<file path="config.mk">
export PLATFORM = sky130hd
export DESIGN_NAME = wdog_supervisor
export DESIGN_NICKNAME = d
export VERILOG_FILES = /design/src/rtl/wdog_pkg.sv /design/src/rtl/wdog_cfg.sv /design/src/rtl/wdog_timer.sv /design/src/rtl/wdog_supervisor.sv
export SDC_FILE = /design/constraint.sdc
export NUM_CORES = 1
export LEC_CHECK = 0
export BUFFER_PORTS_ARGS = -buffer_cell sky130_fd_sc_hd__buf_2
export CAP_MARGIN = 20
export CELL_PAD_IN_SITES_DETAIL_PLACEMENT = 0
export CELL_PAD_IN_SITES_GLOBAL_PLACEMENT = 1
export CORE_ASPECT_RATIO = 1.1
export CORE_MARGIN = 1.5
export CORE_UTILIZATION = 46
export DETAILED_ROUTE_END_ITERATION = 6
export GPL_TIMING_DRIVEN = 0
export PLACE_DENSITY = 0.78
export SLEW_MARGIN = 20
export SYNTH_ARGS = -nofsm -noshare
export SYNTH_HDL_FRONTEND = slang
export SYNTH_SLANG_ARGS = --single-unit
</file>
<file path="constraint.sdc">
create_clock -name clk_i -period 5 [get_ports clk_i]
set_clock_uncertainty 0.1 [all_clocks]
set_input_delay 0.5 -clock clk_i [delete_from_list [all_inputs] [get_ports clk_i]]
set_output_delay 0.5 -clock clk_i [all_outputs]
set_load 0.005 [all_outputs]
</file>
<file path="src/rtl/wdog_pkg.sv">
package wdog_pkg;
  localparam int PCODE_W = 4;
  localparam int MCODE_W = 3;

  typedef struct packed {
    logic       legal;
    logic       windowed;
    logic [2:0] shift;
  } mode_dec_t;

  function automatic mode_dec_t decode_mode(input logic [MCODE_W-1:0] code);
    mode_dec_t d;
    d.legal    = (code < 3'd6);
    d.windowed = code[0];
    case (code[2:1])
      2'd1:    d.shift = 3'd3;
      2'd2:    d.shift = 3'd4;
      default: d.shift = 3'd0;
    endcase
    return d;
  endfunction
endpackage

</file>
<file path="src/rtl/wdog_cfg.sv">
module wdog_cfg
  import wdog_pkg::*;
#(
  parameter int BASE_MS   = 20,
  parameter int N_PERIODS = 10,
  parameter int CNT_W     = 18,
  parameter int RST_PCODE = 0,
  parameter int RST_MCODE = 1
) (
  input  logic               clk_i,
  input  logic               rst_ni,
  input  logic               we_i,
  input  logic [PCODE_W-1:0] period_code_i,
  input  logic [MCODE_W-1:0] mode_code_i,
  output logic               cfg_fault_o,
  output logic               cfg_upd_o,
  output logic               windowed_o,
  output logic [CNT_W-1:0]   period_o
);
  localparam int N_CODES = 1 << PCODE_W;

  logic [N_CODES-1:0] legal_mask;
  logic [PCODE_W-1:0] pcode_q;
  logic [MCODE_W-1:0] mcode_q;
  mode_dec_t          wr_dec, cur_dec;
  logic               wr_ok;

  for (genvar gi = 0; gi < N_CODES; gi++) begin : g_mask
    assign legal_mask[gi] = (gi < N_PERIODS);
  end

  always_comb begin
    wr_dec      = decode_mode(mode_code_i);
    cur_dec     = decode_mode(mcode_q);
    wr_ok       = legal_mask[period_code_i] & wr_dec.legal;
    cfg_fault_o = we_i & ~wr_ok;
    cfg_upd_o   = we_i & wr_ok;
    windowed_o  = cur_dec.windowed;
    period_o    = (CNT_W'(BASE_MS) << pcode_q) << cur_dec.shift;
  end

  always_ff @(posedge clk_i or negedge rst_ni) begin
    if (!rst_ni) begin
      pcode_q <= PCODE_W'(RST_PCODE);
      mcode_q <= MCODE_W'(RST_MCODE);
    end else if (cfg_upd_o) begin
      pcode_q <= period_code_i;
      mcode_q <= mode_code_i;
    end
  end

  // rejected write leaves stored codes untouched
  p_keep_cfg_r6: assert property (@(posedge clk_i) disable iff (!rst_ni)
    cfg_fault_o |=> ($stable(pcode_q) && $stable(mcode_q)));
endmodule

</file>
<file path="src/rtl/wdog_timer.sv">
module wdog_timer #(
  parameter int CNT_W      = 18,
  parameter int STARTUP_MS = 256
) (
  input  logic             clk_i,
  input  logic             rst_ni,
  input  logic             tick_i,
  input  logic             trig_i,
  input  logic             startup_i,
  input  logic             cfg_upd_i,
  input  logic             cfg_fault_i,
  input  logic             windowed_i,
  input  logic [CNT_W-1:0] period_i,
  output logic             fault_o
);
  localparam logic [CNT_W-1:0] STARTUP_W = CNT_W'(STARTUP_MS);

  logic             run_q;
  logic [CNT_W-1:0] elapsed_q, elapsed_inc, limit;
  logic             early, trig_fault, exp_fault;

  always_comb begin
    elapsed_inc = elapsed_q + 1'b1;
    limit       = run_q ? period_i : STARTUP_W;
    early       = run_q & windowed_i & (elapsed_q < (period_i >> 1));
    trig_fault  = trig_i & early;
    exp_fault   = tick_i & ~trig_i & (elapsed_inc >= limit);
    fault_o     = cfg_fault_i | trig_fault | exp_fault;
  end

  always_ff @(posedge clk_i or negedge rst_ni) begin
    if (!rst_ni) begin
      run_q     <= 1'b0;
      elapsed_q <= '0;
    end else if (fault_o || startup_i) begin
      run_q     <= 1'b0;
      elapsed_q <= '0;
    end else if (trig_i) begin
      run_q     <= 1'b1;
      elapsed_q <= '0;
    end else if (cfg_upd_i && run_q) begin
      elapsed_q <= '0;
    end else if (tick_i) begin
      elapsed_q <= elapsed_inc;
    end
  end

  p_run_bound_r4: assert property (@(posedge clk_i) disable iff (!rst_ni)
    run_q |-> (elapsed_q < period_i));
  p_start_bound_r8: assert property (@(posedge clk_i) disable iff (!rst_ni)
    !run_q |-> (elapsed_q < STARTUP_W));
  p_reload_r9: assert property (@(posedge clk_i) disable iff (!rst_ni)
    fault_o |=> (!run_q && elapsed_q == '0));
endmodule

</file>
<file path="src/rtl/wdog_supervisor.sv">
module wdog_supervisor
  import wdog_pkg::*;
#(
  parameter int BASE_MS    = 20,
  parameter int N_PERIODS  = 10,
  parameter int STARTUP_MS = 256,
  parameter int RST_PCODE  = 0,
  parameter int RST_MCODE  = 1
) (
  input  logic               clk_i,
  input  logic               rst_ni,
  input  logic               tick_i,
  input  logic               trig_i,
  input  logic               cfg_we_i,
  input  logic [PCODE_W-1:0] period_code_i,
  input  logic [MCODE_W-1:0] mode_code_i,
  input  logic               startup_i,
  input  logic               stat_rd_i,
  output logic               rst_req_o,
  output logic               fault_flag_o
);
  localparam int MAX_P = BASE_MS * (1 << (N_PERIODS - 1)) * 16;
  localparam int LIM   = (MAX_P > STARTUP_MS) ? MAX_P : STARTUP_MS;
  localparam int CNT_W = $clog2(LIM + 1);

  logic             cfg_fault, cfg_upd, windowed, fault;
  logic [CNT_W-1:0] period;

  wdog_cfg #(
    .BASE_MS(BASE_MS), .N_PERIODS(N_PERIODS), .CNT_W(CNT_W),
    .RST_PCODE(RST_PCODE), .RST_MCODE(RST_MCODE)
  ) u_cfg (
    .clk_i, .rst_ni,
    .we_i(cfg_we_i), .period_code_i, .mode_code_i,
    .cfg_fault_o(cfg_fault), .cfg_upd_o(cfg_upd),
    .windowed_o(windowed), .period_o(period)
  );

  wdog_timer #(.CNT_W(CNT_W), .STARTUP_MS(STARTUP_MS)) u_timer (
    .clk_i, .rst_ni, .tick_i, .trig_i, .startup_i,
    .cfg_upd_i(cfg_upd), .cfg_fault_i(cfg_fault),
    .windowed_i(windowed), .period_i(period), .fault_o(fault)
  );

  always_ff @(posedge clk_i or negedge rst_ni) begin
    if (!rst_ni) begin
      rst_req_o    <= 1'b0;
      fault_flag_o <= 1'b0;
    end else begin
      rst_req_o <= fault;
      if (fault)          fault_flag_o <= 1'b1;
      else if (stat_rd_i) fault_flag_o <= 1'b0;
    end
  end

  p_flag_on_req_r10: assert property (@(posedge clk_i) disable iff (!rst_ni)
    rst_req_o |-> fault_flag_o);
  p_clear_r10: assert property (@(posedge clk_i) disable iff (!rst_ni)
    (stat_rd_i && !fault) |=> !fault_flag_o);
  p_req_track_r9: assert property (@(posedge clk_i) disable iff (!rst_ni)
    !fault |=> !rst_req_o);
endmodule

</file>
After elaboration in Yosys (flattened, before gate mapping)
Memories as Yosys holds them, arrays and structs flattened.
Cells that the tools add are included.
{"block": "totals", "ff_bits": 28, "romBits": 16, "inputBits": 14, "out_inout_bits": 2, "wordCells": 44, "memories": 1}
{"block": "op_classes", "n_addsub": 1, "n_lt_le_gt_ge": 4, "n_eq_ne": 2, "n_shift": 2, "mux": 11, "bitwise_logic": 12, "n_reduce_logical": 5}
{"name": "(name not given)", "depth": 16, "word_bits": 1, "read_ports": 1, "rd_ports_with_merged_regs": 0, "write_ports": 0, "line_no": "wdog_cfg.sv:35", "rtl": "wr_ok = legal_mask[period_code_i] & wr_dec.legal;"}
{"op": "2-to-1 mux 18 bit", "count": 5}
{"op": "adder 18 x 1 -> 18 bit, second input constant", "count": 1}
{"op": "greater-or-equal comparator 18 bit", "count": 1}
{"op": "less-than comparator 18 x 17 -> 1 bit", "count": 1}
{"op": "<< shifter 18 x 3 -> 18 bit", "count": 1}
{"op": "<< shifter 5 x 4 -> 18 bit, first input constant", "count": 1}
{"op": "bitwise AND 1 bit", "count": 8}
{"op": "case mux 3 bit (2 select lines)", "count": 1}
{"op": "less-than comparator 4 x 5 -> 1 bit, second input constant", "count": 1}
{"op": "2-to-1 mux 1 bit", "count": 5}
{"op": "nonzero test 2 bit", "count": 2}
{"op": "nonzero test 4 bit", "count": 1}
{"op": "less-than comparator 3 bit, second input constant", "count": 1}
{"op": "== test 2 x 1 -> 1 bit, second input constant", "count": 1}
{"op": "== test 2 bit, second input constant", "count": 1}
{"op": "inverter 1 bit", "count": 2}
{"op": "OR 1 bit", "count": 2}
{"op": "logical AND 1 bit", "count": 1}
{"op": "logical OR 1 bit", "count": 1}

Logic depth before layout (Yosys ltp)
{"block": "depth", "ltp_word": 10, "mapped_depth": 13}

Modules after synthesis
From an unflattened synthesis, not the netlist that was laid out.
{"block": "hier_totals", "hier_cells": 345, "area_unflattened_um2": 2886.5}
{"mod": "wdog_timer", "instances": 1, "cells_per_inst": 250, "area_per_inst_um2": 2063.2, "seq_area_each_um2": 475.5}
{"mod": "wdog_cfg", "instances": 1, "cells_per_inst": 91, "area_per_inst_um2": 762.0, "seq_area_each_um2": 176.4}
{"mod": "wdog_supervisor", "instances": 1, "cells_per_inst": 4, "area_per_inst_um2": 61.3, "seq_area_each_um2": 50.0}

Worst setup path after synthesis
Ideal clock, no wire load.
{"block": "synth_path", "path_kind": "flip-flop to flip-flop", "from": "register u_timer.elapsed_q[0]", "to": "register fault_flag_o", "setup_time_ns": 0.133, "arrival_time_ns": 2.633, "required_time_ns": 4.767, "setup_slack_ns": 2.135, "stages_incl_launch_ff": 12, "n_path_buf": 1, "cell_sequence": "dfrtp_1 ha_1 nand3_2 nor4_2 nand2_1 xnor2_1 ha_1 and4_1 a221oi_1 a31oi_1 buf_2 nand4b_1"}
{"block": "synth_via", "elab_chain_cells": 6}
{"item": "start: declaration", "line_no": "wdog_timer.sv:19", "rtl": "logic [CNT_W-1:0] elapsed_q, elapsed_inc, limit;"}
{"item": "start signal: assignment", "line_no": "wdog_timer.sv:44", "rtl": "elapsed_q <= elapsed_inc;"}
{"item": "parallel branches: the longest is 4 deep, another holds adder 18 x 1 -> 18 bit"}
{"item": "OR 1 bit *", "line_no": "wdog_timer.sv:28", "rtl": "fault_o = cfg_fault_i | trig_fault | exp_fault;"}
{"item": "2-to-1 mux 1 bit or nonzero test 2 bit (tied branches)"}
{"item": "end signal: assignment", "line_no": "wdog_supervisor.sv:48", "rtl": "fault_flag_o <= 1'b0;"}
{"item": "end signal: assignment", "line_no": "wdog_supervisor.sv:51", "rtl": "if (fault) fault_flag_o <= 1'b1;"}
{"item": "end signal: assignment", "line_no": "wdog_supervisor.sv:52", "rtl": "else if (stat_rd_i) fault_flag_o <= 1'b0;"}
{"item": "end: declaration", "line_no": "wdog_supervisor.sv:20", "rtl": "output logic fault_flag_o"}
Every way passes the cells marked *.
A chain may end at the register's enable or synchronous reset.

Worst setup path in the final report
{"block": "layout_path", "from": "register u_timer.elapsed_q[1]", "to": "register fault_flag_o"}
Same word-level chain as after synthesis.

==> results by group <==
Power and ir drop
  – Clock network power share: 21.3%
  – Net Sw Frac: 38.01%
  – Combinational share of power: 41.0%
  – Max IR drop VDD: 114.1 uV
  – Static Leakage: 1.356 nW
  – Sequential power share: 37.7%
  – Int Power: 425.6 uW
  – P per Cell Area: 223.2 mW/mm^2
  – Psw: 261.0 uW

STA
  – Period utilisation layout: 74.44%
  – Slew Limit Fails: 0
  – Slew @ Worst Pin: 0.6526 ns
  – Slew margin rel.: 56.49%
  – Achievable clock frequency: 0.2687 GHz
  – Setup tns final: 0 ns
  – Fin crit period: 3.722 ns
  – Final setup vio count: 0
  – Final hold vios: 0
  – RSZ-0062 raised after global routing: no

CTS
  – CTS H-tree depth: 1
  – Resized cells post-CTS: 0
  – CTS tree: built
  – Clock Path Buffers: 2
  – # Post-CTS Setup Buffers: 0
  – Cts bufs inserted: 3
  – Clock transition at the registers of the reported paths: 0.10 ns
  – Hold Buf Count CTS: 0
  – Clk sinks: 28
  – Clock Latency Late Sink: 0.28 ns
  – CTS Root Buffer Type: clkbuf_8

Critical path
  – Crit. End Element: flip-flop
  – Critical Path RT: 5.11 ns
  – Worst-path maximum fanout: 10
  – CP startpoint kind: flip-flop
  – CP max stage delay: 0.51 ns
  – Crit-path slowest cell: nor4_2
  – Worst-path cell chain: ha_1, nand3_2, nor4_2, nand2_1, xnor2_1, ha_1, nand4_1, nor3_1, o21ai_0, a31oi_1, buf_2, nand4b_1
  – WS Path Type: reg2reg
  – Worst Path Arrival: 3.84 ns
  – Most used cell, CP: ha_1

Placement
  – Post-DP HPWL: 5490 um
  – PortBufs: 15
  – Gpl congestion: 0.8746

Floorplan
  – Die width: 78.05 um
  – Site Rows: 29
  – Die Height: 85.56 um
  – I/O pin cnt: 16
  – Core area: 0.005878 mm^2
  – Starting Density: 48.49%
  – DIE AREA: 0.006678 mm^2

Yosys
  – Synthesized flop and latch total: 28
  – Syn nets: 379
  – Synth Instances: 332
  – Top_reg_cell synth: dfrtp_1
  – Syn Area/Cell: 8.585 um^2
  – Synth cell types: 56
  – Number of synthesized flops with an enable pin: 0
  – Seq/Total Area, Yosys: 24.63%
  – Cell Area, Synth: 0.002850 mm^2
  – Synth warn: 0
  – Async SR Flop Fraction: 100.0%

Finish
  – Final Core Density: 52.34%
  – Area grow syn2layout: 7.946%
  – Filler cells: 601
  – Antenna diode count: 0
  – Layout Nets: 399
  – Share of layout cells above drive strength 1: 16.52%

Run
  – Max cap viols: 0

Status
  – Status: finished, final reports clean

Detailed routing
  – Per-cell routed wire length: 16.02 um
  – WL final: 6857 um
  – Via count: 2409
  – DRC: 0
  – Routed Antenna Nets: 0
  – Via/cell ratio: 5.629
  – Drt pass-1 iters: 4
  – 1st-iter DRT viols: 121

Global route
  – GR Util All Layers: 22.84%
  – Global route overflow: 0
  – Initial antenna violation count: 0
  – Global-route wire length before repair: 12120 um
  – Pin count of the biggest net entering global routing: 29
  – Vias in the first global route: 2471

Min path
  – Hold Crit Class: in2async
==> worst max-delay path: cells and delay by family (launching register included) <==
family,cells,cell delay [ns]
AND/OR/NAND/NOR,6,1.37
XOR/XNOR,1,0.16
flip-flops,1,0.47
AO/OA/AOI/OAI,2,0.61
buffers and inverters,1,0.32
adder cells (fa/ha/maj),2,0.63
==> power groups by stage <==
stage	combinational, mW	clock [mW]	sequential (mW)
detailed placement	0.279	0	0.264
global route	0.319	0.162	0.262
CTS	0.281	0.154	0.259
global placement	0.278	0	0.263
floorplan	0.202	0	0.261
finish	0.281	0.146	0.259
==> cells in the final DEF (no fill, tap or decap), types with 4 or more instances in the layout <==
master    instances
clkbuf_1          5
xnor2_1          25
nor3b_1           7
dfrtp_1          27
clkbuf_8          4
a21o_1            4
xor2_1           11
mux2_2            8
nand2b_1          8
nor3b_2           5
a32oi_1           4
buf_2            26
nor2_1           28
ha_1             33
inv_1             4
nand3_1          23
o21ai_0           5
nand4_1           9
nand2_1          43
a21oi_1          16
==> routing by layer <==
| metal | part of all wire, % | GRT usage (%) | vias up |
|---|---|---|---|
| met1 | 47 | 30.79 | 1109 |
| met5 | 0 | 0 | - |
| met3 | 3.8 | 2.447 | 17 |
| met4 | 2.7 | 7.305 | 0 |
| met2 | 46 | 38.42 | 52 |
| li1 | - | - | 1231 |
==> flip-flops by register name, indices dropped and copies added (netlist names) <==
signal / flops
fault_flag_o: 1
u_cfg.mcode_q: 3
rst_req_o: 1
u_timer.run_q: 1
u_timer.elapsed_q: 18
u_cfg.pcode_q: 4
==> final timing paths <==
kind                       slack (ns)                                end  cells past startpoint                             start
min reg2reg                      0.43           fault_flag_o$_DFFE_PN0P_                      2          fault_flag_o$_DFFE_PN0P_
max in group asynchronous        4.24  u_timer.elapsed_q[13]$_DFFE_PN0P_                      1                            rst_ni
max                              1.28           fault_flag_o$_DFFE_PN0P_                     12  u_timer.elapsed_q[1]$_DFFE_PN0P_
min in group clk_i               0.35       u_cfg.mcode_q[0]$_DFFE_PN1P_                      2                    mode_code_i[0]
min                              0.13       u_cfg.pcode_q[1]$_DFFE_PN0P_                      1                            rst_ni
max reg2reg                      1.28           fault_flag_o$_DFFE_PN0P_                     12  u_timer.elapsed_q[1]$_DFFE_PN0P_
==> synthesized netlist by cell type (4+ instances only) <==
library cell	instances	area, um^2
nand4_1	9	56.30
ha_1	33	412.9
a21oi_1	16	80.08
clkbuf_1	5	18.77
nand2_1	43	161.4
o21ai_0	5	25.02
nor3b_2	5	62.56
dfrtp_1	27	675.7
a32oi_1	4	35.03
a21o_1	4	30.03
xnor2_1	25	219.0
nand3_1	23	115.1
nor3b_1	7	52.55
nand2b_1	8	50.05
nor2_1	28	105.1
xor2_1	11	96.34
mux2_2	8	90.09
inv_1	4	15.01
buf_2	11	55.05
==> layout make-up <==
type	count	area (um^2)	share of cell area, %
buffer	17	81.33	2.643
timing repair buffer	15	75.07	2.440
clock buffer	4	55.05	1.789
inverter	5	18.77	0.6100
sequential	28	701.9	22.81
tap	77	96.34	3.131
multi-input combinational	282	2048	66.57
==> stage by stage <==
stage	hold slack [ns]	setup slack, ns	instance area [um^2]	total power [mW]	instances
4_1_cts	0.1601	1.317	3077	0.6944	428
6_report	0.1315	1.278	3077	0.6866	428
5_1_grt	0.1926	1.001	3077	0.7426	428
3_5_place_dp	0.4058	1.349	3022	0.5428	424
3_3_place_gp	0.3980	1.276	3022	0.5412	424
2_1_floorplan	0.1044	2.135	2850	0.4636	332
==> cells by family after synthesis <==
kind of cell             count (synthesis)  share of synthesized area (%)
AO/OA/AOI/OAI                           48                          11.11
XOR/XNOR                                37                          11.63
adder cells (fa/ha/maj)                 33                          14.49
buffers and inverters                   22                          3.512
flip-flops                              28                          24.63
multiplexers                             9                          3.512
AND/OR/NAND/NOR                        155                          31.12
Note: power is estimated with default switching activity, not from simulation.
